===== src/rtl/axi_wstrb_pkg.sv =====
package axi_wstrb_pkg;

  // Sequencer phase: waiting for a command, or presenting beats of a burst.
  typedef enum logic {
    PH_IDLE  = 1'b0,
    PH_BURST = 1'b1
  } wsg_phase_e;

  // Width of the transfer size code on the command side.
  localparam int SIZE_W = 3;

endpackage


===== src/rtl/wsg_size_dec.sv =====
// Decodes a size code against the bus width: legality and the in-container
// byte offset mask (2^size - 1) limited to the lane-offset width.
module wsg_size_dec
  import axi_wstrb_pkg::*;
#(
  parameter int STRB_W = 8,
  parameter int OFF_W  = 3
) (
  input  logic [SIZE_W-1:0] size,
  output logic              size_ok,
  output logic [OFF_W-1:0]  off_mask
);

  localparam logic [SIZE_W-1:0] MAX_CODE = SIZE_W'($clog2(STRB_W));

  assign size_ok = (size <= MAX_CODE);

  for (genvar k = 0; k < OFF_W; k++) begin : g_mask
    localparam logic [SIZE_W-1:0] BITPOS = SIZE_W'(k);
    assign off_mask[k] = (size > BITPOS);
  end

endmodule


===== src/rtl/wsg_lane_mask.sv =====
// Per-lane range compare: lane k is enabled when lo <= k <= hi, where
// hi is the top of the size container and lo is either the address offset
// (first beat) or the container base (later beats).
module wsg_lane_mask #(
  parameter int STRB_W = 8,
  parameter int OFF_W  = 3
) (
  input  logic [OFF_W-1:0]  lane_off,
  input  logic [OFF_W-1:0]  off_mask,
  input  logic              first_beat,
  output logic [STRB_W-1:0] strb
);

  logic [OFF_W-1:0] lo_lane;
  logic [OFF_W-1:0] hi_lane;

  always_comb begin
    hi_lane = lane_off | off_mask;
    if (first_beat) begin
      lo_lane = lane_off;
    end else begin
      lo_lane = lane_off & ~off_mask;
    end
  end

  for (genvar k = 0; k < STRB_W; k++) begin : g_lane
    localparam logic [OFF_W-1:0] LANE = OFF_W'(k);
    assign strb[k] = (LANE >= lo_lane) && (LANE <= hi_lane);
  end

endmodule


===== src/rtl/wsg_beat_ctrl.sv =====
// Burst sequencer: loads a command, walks the running address and the
// remaining-beat count, and flags refused commands.
module wsg_beat_ctrl
  import axi_wstrb_pkg::*;
#(
  parameter int ADDR_W = 32,
  parameter int LEN_W  = 8,
  parameter int OFF_W  = 3
) (
  input  logic              clk,
  input  logic              rst_n,
  input  logic              cmd_fire,
  input  logic              size_ok,
  input  logic [ADDR_W-1:0] cmd_addr,
  input  logic [SIZE_W-1:0] cmd_size,
  input  logic [OFF_W-1:0]  cmd_mask,
  input  logic [LEN_W-1:0]  cmd_len,
  input  logic              beat_ready,
  output logic              busy,
  output logic [ADDR_W-1:0] cur_addr,
  output logic [SIZE_W-1:0] cur_size,
  output logic [OFF_W-1:0]  cur_mask,
  output logic              cur_first,
  output logic              cur_last,
  output logic              err_pulse
);

  wsg_phase_e        phase_q, phase_d;
  logic [ADDR_W-1:0] addr_q, addr_d;
  logic [SIZE_W-1:0] size_q;
  logic [OFF_W-1:0]  mask_q;
  logic [LEN_W-1:0]  left_q, left_d;
  logic              first_q, first_d;
  logic              err_q, err_d;

  logic              load_en;
  logic              step_en;
  logic              beat_fire;
  logic              on_last;
  logic [ADDR_W-1:0] step_bytes;

  // ---------------- next-state logic ----------------
  always_comb begin
    on_last    = (left_q == '0);
    beat_fire  = (phase_q == PH_BURST) && beat_ready;
    load_en    = cmd_fire && size_ok && (phase_q == PH_IDLE);
    step_en    = beat_fire && !on_last;
    step_bytes = ADDR_W'(1) << size_q;

    phase_d = phase_q;
    case (phase_q)
      PH_IDLE:  if (load_en) phase_d = PH_BURST;
      PH_BURST: if (beat_fire && on_last) phase_d = PH_IDLE;
      default:  phase_d = PH_IDLE;
    endcase

    if (load_en) begin
      addr_d  = cmd_addr;
      left_d  = cmd_len;
      first_d = 1'b1;
    end else begin
      addr_d  = addr_q + step_bytes;
      left_d  = left_q - LEN_W'(1);
      first_d = 1'b0;
    end

    err_d = cmd_fire && !size_ok && (phase_q == PH_IDLE);
  end

  // ---------------- registers ----------------
  always_ff @(posedge clk or negedge rst_n) begin
    if (!rst_n) begin
      phase_q <= PH_IDLE;
      err_q   <= 1'b0;
    end else begin
      phase_q <= phase_d;
      err_q   <= err_d;
    end
  end

  always_ff @(posedge clk or negedge rst_n) begin
    if (!rst_n) begin
      left_q  <= '0;
      first_q <= 1'b0;
    end else if (load_en || step_en) begin
      left_q  <= left_d;
      first_q <= first_d;
    end
  end

  always_ff @(posedge clk or negedge rst_n) begin
    if (!rst_n) begin
      addr_q <= '0;
    end else if (load_en || step_en) begin
      addr_q <= addr_d;
    end
  end

  always_ff @(posedge clk or negedge rst_n) begin
    if (!rst_n) begin
      size_q <= '0;
      mask_q <= '0;
    end else if (load_en) begin
      size_q <= cmd_size;
      mask_q <= cmd_mask;
    end
  end

  assign busy      = (phase_q == PH_BURST);
  assign cur_addr  = addr_q;
  assign cur_size  = size_q;
  assign cur_mask  = mask_q;
  assign cur_first = first_q;
  assign cur_last  = on_last;
  assign err_pulse = err_q;

endmodule


===== src/rtl/axi_wstrb_gen.sv =====
// Top: write-burst byte-lane strobe sequencer.
module axi_wstrb_gen
  import axi_wstrb_pkg::*;
#(
  parameter int DATA_W = 64,
  parameter int ADDR_W = 32,
  parameter int LEN_W  = 8
) (
  input  logic                  clk,
  input  logic                  rst_n,
  input  logic                  cmd_valid,
  output logic                  cmd_ready,
  input  logic [ADDR_W-1:0]     cmd_addr,
  input  logic [2:0]            cmd_size,
  input  logic [LEN_W-1:0]      cmd_len,
  output logic                  cmd_err,
  output logic                  beat_valid,
  input  logic                  beat_ready,
  output logic [ADDR_W-1:0]     beat_addr,
  output logic [DATA_W/8-1:0]   beat_strb,
  output logic                  beat_last
);

  localparam int STRB_W = DATA_W / 8;
  localparam int OFF_W  = $clog2(STRB_W);

  logic              size_ok;
  logic [OFF_W-1:0]  cmd_mask;
  logic              busy;
  logic              cmd_fire;
  logic [ADDR_W-1:0] cur_addr;
  logic [SIZE_W-1:0] beat_size;
  logic [OFF_W-1:0]  cur_mask;
  logic              cur_first;
  logic              cur_last;
  logic              err_pulse;

  assign cmd_ready = !busy;
  assign cmd_fire  = cmd_valid && !busy;

  wsg_size_dec #(
    .STRB_W (STRB_W),
    .OFF_W  (OFF_W)
  ) u_size_dec (
    .size     (cmd_size),
    .size_ok  (size_ok),
    .off_mask (cmd_mask)
  );

  wsg_beat_ctrl #(
    .ADDR_W (ADDR_W),
    .LEN_W  (LEN_W),
    .OFF_W  (OFF_W)
  ) u_ctrl (
    .clk        (clk),
    .rst_n      (rst_n),
    .cmd_fire   (cmd_fire),
    .size_ok    (size_ok),
    .cmd_addr   (cmd_addr),
    .cmd_size   (cmd_size),
    .cmd_mask   (cmd_mask),
    .cmd_len    (cmd_len),
    .beat_ready (beat_ready),
    .busy       (busy),
    .cur_addr   (cur_addr),
    .cur_size   (beat_size),
    .cur_mask   (cur_mask),
    .cur_first  (cur_first),
    .cur_last   (cur_last),
    .err_pulse  (err_pulse)
  );

  wsg_lane_mask #(
    .STRB_W (STRB_W),
    .OFF_W  (OFF_W)
  ) u_lanes (
    .lane_off   (cur_addr[OFF_W-1:0]),
    .off_mask   (cur_mask),
    .first_beat (cur_first),
    .strb       (beat_strb)
  );

  assign beat_valid = busy;
  assign beat_addr  = cur_addr;
  assign beat_last  = busy && cur_last;
  assign cmd_err    = err_pulse;

endmodule


===== config.mk =====
export PLATFORM = sky130hd
export DESIGN_NAME = axi_wstrb_gen
export DESIGN_NICKNAME = d
export VERILOG_FILES = /design/src/rtl/axi_wstrb_pkg.sv /design/src/rtl/wsg_size_dec.sv /design/src/rtl/wsg_lane_mask.sv /design/src/rtl/wsg_beat_ctrl.sv /design/src/rtl/axi_wstrb_gen.sv
export SDC_FILE = /design/constraint.sdc
export NUM_CORES = 1
export LEC_CHECK = 0
export BUFFER_PORTS_ARGS = -buffer_cell sky130_fd_sc_hd__clkbuf_2
export CAP_MARGIN = 40
export CORE_MARGIN = 2
export CORE_UTILIZATION = 28
export CTS_CLUSTER_SIZE = 28
export DETAILED_ROUTE_END_ITERATION = 10
export SYNTH_ARGS = -nofsm -noshare
export SYNTH_HDL_FRONTEND = slang
export SYNTH_SLANG_ARGS = --single-unit

===== constraint.sdc =====
create_clock -name clk -period 2.4 [get_ports clk]
set_clock_uncertainty 0.2 [all_clocks]
set_input_delay 0.48 -clock clk [delete_from_list [all_inputs] [get_ports clk]]
set_output_delay 0.48 -clock clk [all_outputs]
set_load 0.005 [all_outputs]

* Yosys cells after proc, flatten, opt, wreduce, memory -nomap -nowiden
Index checks and enable logic that the tools add are counted.
** Cells by class
- Multiplexer cells :: 6
- $add $sub $neg :: 2
- Shifts and indexed selects :: 1
- Reductions and logical operators :: 22
- Bitwise logic cells :: 4
- $lt $le $gt $ge :: 20
** Operators by type and width (count)
- $add 32x32->32 :: 1
- $mux 32 :: 1
- $shl 1x3->32 const A :: 1
- $logic_and 1x1->1 :: 17
- $ge 3x3->1 const A :: 4
- $le 3x3->1 const A :: 4
- $logic_not 8->1 :: 1
- $mux 8 :: 1
- $sub 8x1->8 const B :: 1
- $ge 1x3->1 const A :: 2
- $ge 2x3->1 const A :: 2
- $gt 3x1->1 const B :: 2
- $le 1x3->1 const A :: 2
- $le 2x3->1 const A :: 2
- $and 3x3->3 :: 1
- $gt 3x2->1 const B :: 1
- $le 3x2->1 const B :: 1
- $logic_not 1->1 :: 3
- $mux 3 :: 1
- $not 3->3 :: 1
- $or 3x3->3 :: 1
- $mux 1 :: 2
- $pmux 1 s2 :: 1
- $logic_or 1x1->1 :: 1
- $not 1->1 :: 1
** Storage, ports and cells
- Word-level logic and storage cells :: 62
- Register bits :: 49
- Bits of input ports :: 47
- Output and inout port bits :: 44

* Longest topological paths before layout
- Depth after elaboration :: 6
- Gate-level depth with buffers :: 10
- Depth with buffers taken out :: 8

* By module
A second synthesis with hierarchy kept.
** Second synthesis, totals
- Cells, all modules :: 392
- Area, all modules :: 3281.9 um^2
** By module, submodules not included
- wsg_beat_ctrl :: instances 1, area each 3075.4 um^2, seq. area each 1226.2 um^2, cells each 357
- wsg_lane_mask :: instances 1, area each 165.2 um^2, seq. area each 0.0 um^2, cells each 28
- wsg_size_dec :: instances 1, area each 25.0 um^2, seq. area each 0.0 um^2, cells each 4
- axi_wstrb_gen :: instances 1, area each 16.3 um^2, seq. area each 0.0 um^2, cells each 3

* Least setup slack after synthesis
Ideal clock, no wire load.
- Kind :: register to register
- Start point :: reg u_ctrl.size_q[0] (netlist: u_ctrl.cur_size[0])
- End point :: reg u_ctrl.addr_q[28] (netlist: u_ctrl.cur_addr[28])
- Data arrival time :: 2.353 ns
- Stages on the path, launching flop included :: 10
- Buffers on the path :: 2
- Setup slack :: -0.235 ns
- Period minus slack after synthesis :: 2.635 ns
- Required time :: 2.118 ns
- Library setup time :: 0.082 ns
- Cell sequence :: dfrtp_1 > clkbuf_1 > nor3b_1 > fa_1 > a211oi_1 > o211ai_2 > nand2_2 > buf_6 > or4_1 > a31oi_1
** On the way
- Cells in the longest elaborated chain, start to end :: 3
** Ends and longest elaborated chain
- start: declaration :: line wsg_beat_ctrl.sv:30 : logic [SIZE_W-1:0] size_q;
- start signal: assignment :: line wsg_beat_ctrl.sv:104 : size_q <= cmd_size;
- $shl 1x3->32 :: line wsg_beat_ctrl.sv:48 : step_bytes = ADDR_W'(1) << size_q;
- $add 32x32->32 :: line wsg_beat_ctrl.sv:62 : addr_d = addr_q + step_bytes;
- $mux 32 :: line wsg_beat_ctrl.sv:57 : if (load_en) begin
- end signal: assignment :: line wsg_beat_ctrl.sv:95 : addr_q <= addr_d;
- end: declaration :: line wsg_beat_ctrl.sv:29 : logic [ADDR_W-1:0] addr_q, addr_d;
No other way between the ends.
A chain may end at the register's enable or synchronous reset.

* Worst setup path in the final report
- Start point :: reg u_ctrl.size_q[2] (netlist: u_ctrl.cur_size[2])
- End point :: reg u_ctrl.addr_q[26] (netlist: u_ctrl.cur_addr[26])
Same word-level chain as after synthesis.

==> results.yml <==
finish:
  fin_cells: 642
  fillers: 1188
  multiInputGateArea_um2: 2060
  fin_nets: 556
  area_delta_synth_final_pct: 38.2
  seq_area_um2: 1230
  final_layout_size_suffix_gt1_share_pct: 38.7
  diodes: 0
worst_setup_path:
  cp-end-kind: "register"
  crit_required_ns: 2.41
  cp.arrival_ns: 2.56
  path_class: "register to register"
  r2r_start: "u_ctrl.cur_size[2]$_DFFE_PN0P_"
  crit_start: "u_ctrl.cur_size[2]$_DFFE_PN0P_"
  path_max_fanout: 8
  cp-start-kind: "register"
flow_run:
  maxCapViolations: 0
power_and_ir_drop:
  comb_power_share_pct: 50.8
  power.share.switching_pct: 41.5
  p_per_area_nw_per_um2: 1140
  p_clk_share_pct: 15.6
  total_leakage_power_nw: 2.05
  ir_drop_mv: 0.488
  internal_power_mw: 2.99
  p_seq_share_pct: 33.6
  p_sw_mw: 2.12
outcome:
  violations: "setup timing"
  outcome: "finished, violations left"
sta:
  fmax_mhz: 392
  rsz0062_at_grt: "yes"
  final.period_utilization_pct: 106
  hold_viol_final: 0
  drv_slew: 0
  relSlewSlack_pct: 64.0
  fin_crit_ns: 2.55
  setup_violations: 23
  tightest_slew_ns: 0.540
  timing.hold.ws_ns: 0.199
  layout_setup_ws_ns: -0.151
grt:
  overflow: 0
  grt_max_degree: 34
  grt_pass1_wl_mm: 16.2
  track_usage_pct: 15.7
  grt_pass1_vias: 3267
  grt_antenna_before_repair: 0
clocking:
  path_clk_slew_ns: 0.07
  ctsHtreeMaxLevel: 2
  clk_path_buf_depth: 2
  cts_buffers: 5
  clock-sinks: 49
  cts_tree: "done"
  clk_latency_ns: 0.28
  clk_root_buffer_cell: "clkbuf_16"
synth:
  synth_edf_count: 0
  synth_nets: 429
  netlist_area_um2: 3250
  synth_cell_types: 64
  ys_ff_latch: 49
  ys_warn_count: 0
  netlist_instances: 372
  seq_area_frac_synth_pct: 37.7
  synth_ff_type: "dfrtp_1"
  async_flop_share_pct: 100
  avgSynthCellArea_um2: 8.73
route:
  via_count: 3313
  routed_wl_mm: 10.1
  via_per_inst: 5.16
  drtIter0Drc: 272
  drt_pass1_iterations: 4
  ant_nets: 0
  drc: 0
  wl_per_cell_um: 15.7
hold_path:
  hp-start: "cmd_len[4]"
  hold_path_class: "primary input to register"
floorplan:
  initial_utilization_pct: 28.6
  die_width_um: 112
  fp.dieH_um: 112
  core_area_um2: 11400
  fp-row-count: 39
  ios: 91
  die_area_um2: 12500
placed_design:
  dp_hpwl_mm: 7.39
  dp.cells: 621
  post-place-ws_ns: -0.218
  portBuffers: 90
  place_congestion: 0.803
critical path, cell delays in order (launching register included):
cell and delay [ns]:
dfrtp_2 0.47, nor3_2 0.20, ha_2 0.24, fa_2 0.25, a211oi_4 0.07, o211ai_2 0.25
nand2_4 0.11, buf_4 0.15, or4_1 0.39, a31oi_1 0.14
synthesized netlist by cell type (2+ instances only):
library cell	n	area, um^2
dfrtp_1	49	1230
nand2_1	46	173
nor2_1	42	158
a21oi_1	26	130
o21ai_0	22	110
a31oi_1	16	100
xor2_1	12	105
clkbuf_1	10	37.5
nand3_1	10	50.1
or4_1	10	75.1
ha_1	9	113
o31ai_1	9	67.6
inv_1	8	30.0
xnor2_1	7	61.3
a211oi_1	5	37.5
and3_1	5	31.3
nor2b_1	5	31.3
nor3b_1	5	37.5
or3_1	5	31.3
a21o_1	4	30.0
nand3_2	4	40.0
nand4_1	4	25.0
nor3_1	4	20.0
a21boi_0	3	22.5
o211ai_1	3	22.5
a2111oi_0	2	17.5
a311oi_1	2	17.5
and4_1	2	17.5
buf_1	2	7.51
buf_2	2	10.0
buf_6	2	22.5
clkbuf_8	2	27.5
o211ai_2	2	25.0
o21a_1	2	15.0
o311ai_0	2	17.5
kinds of logic after synthesis:
kind of cell	synth area share (%)
simple gates	26.7
buf+inv	4.16
xor+xnor	5.12
fa+ha+maj	4.08
compound gates	21.5
mux	0.655
flops	37.7
through the flow:
stage | total power, mW | util, % | instance area (um^2) | setup TNS [ns]
floorplan | 3.04 | - | 3310 | -0.374
global placement | 4.02 | 36.0 | 4100 | -1.27
detailed placement | 4.11 | 36.0 | 4100 | -2.53
CTS | 4.96 | 38.1 | 4340 | -0.516
global route | 5.52 | 39.5 | 4490 | -5.23
finish | 5.10 | 39.5 | 4490 | -2.08
routing by layer:
| layer | GRT usage, % | share of wire [%] | up-vias |
|---|---|---|---|
| li1 | - | - | 1618 |
| met2 | 26.5 | 49 | 99 |
| met1 | 21.1 | 45 | 1582 |
| met5 | 0 | 0 | - |
| met3 | 2.72 | 5.6 | 14 |
| met4 | 3.37 | 1.3 | 0 |
path summary, 6_finish.rpt:
kind	cells past startpoint	to	slack, ns
max	9	u_ctrl.cur_addr[26]$_DFFE_PN0P_	-0.15
min	3	u_ctrl.left_q[4]$_DFFE_PN0P_	0.20
max reg2reg	9	u_ctrl.cur_addr[26]$_DFFE_PN0P_	-0.15
min reg2reg	2	u_ctrl.cur_addr[31]$_DFFE_PN0P_	0.38
max in group asynchronous	3	u_ctrl.cur_addr[16]$_DFFE_PN0P_	0.95
min in group asynchronous	2	u_ctrl.cur_addr[8]$_DFFE_PN0P_	0.50
repair_timing:
action                                 in CTS  in global routing
cloned                                      0                  1
hold buffers                                1                  0
gates resized for setup                    12                 21
setup endpoints to repair                  27                 31
pin swaps                                   3                  8
endpoints found under the hold margin      16                  0
setup buffers                               3                 10
layout by cell type (no fill, tap or decap), drive strengths merged, types with 5 or more instances in the layout:
master	n
clkbuf	95
dfrtp	49
nand2	47
buf	46
nor2	42
a21oi	26
o21ai	24
a31oi	16
nand3	14
xor2	12
or4	11
o31ai	9
ha	9
inv	8
xnor2	7
and3	7
or3	6
nor3b	6
a211oi	6
nor2b	5
nand4	5
nor3	5
o211ai	5
layout make-up:
| class | count | area share, % |
|---|---|---|
| Multi-Input combinational cell | 298 | 45.8 |
| Sequential cell | 49 | 27.4 |
| Timing Repair Buffer | 137 | 18.6 |
| Tap cell | 143 | 3.98 |
| Clock buffer | 5 | 2.79 |
| Clock inverter | 2 | 0.780 |
| Inverter | 8 | 0.669 |
power groups by stage:
| stage | clock (mW) | combinational (mW) | sequential (mW) |
|---|---|---|---|
| floorplan | 0 | 1.42 | 1.62 |
| global placement | 0 | 2.33 | 1.69 |
| detailed placement | 0 | 2.40 | 1.70 |
| CTS | 0.817 | 2.44 | 1.71 |
| global route | 0.858 | 2.88 | 1.79 |
| finish | 0.798 | 2.59 | 1.71 |
state kept, by name, summed over array words and instances (netlist names):
register and count:
u_ctrl.cur_size 3, u_ctrl.cur_mask 3, u_ctrl.err_pulse 1, u_ctrl.cur_addr 32, u_ctrl.cur_first 1, u_ctrl.busy 1, u_ctrl.left_q 8
(Power assumes the default switching activity.)
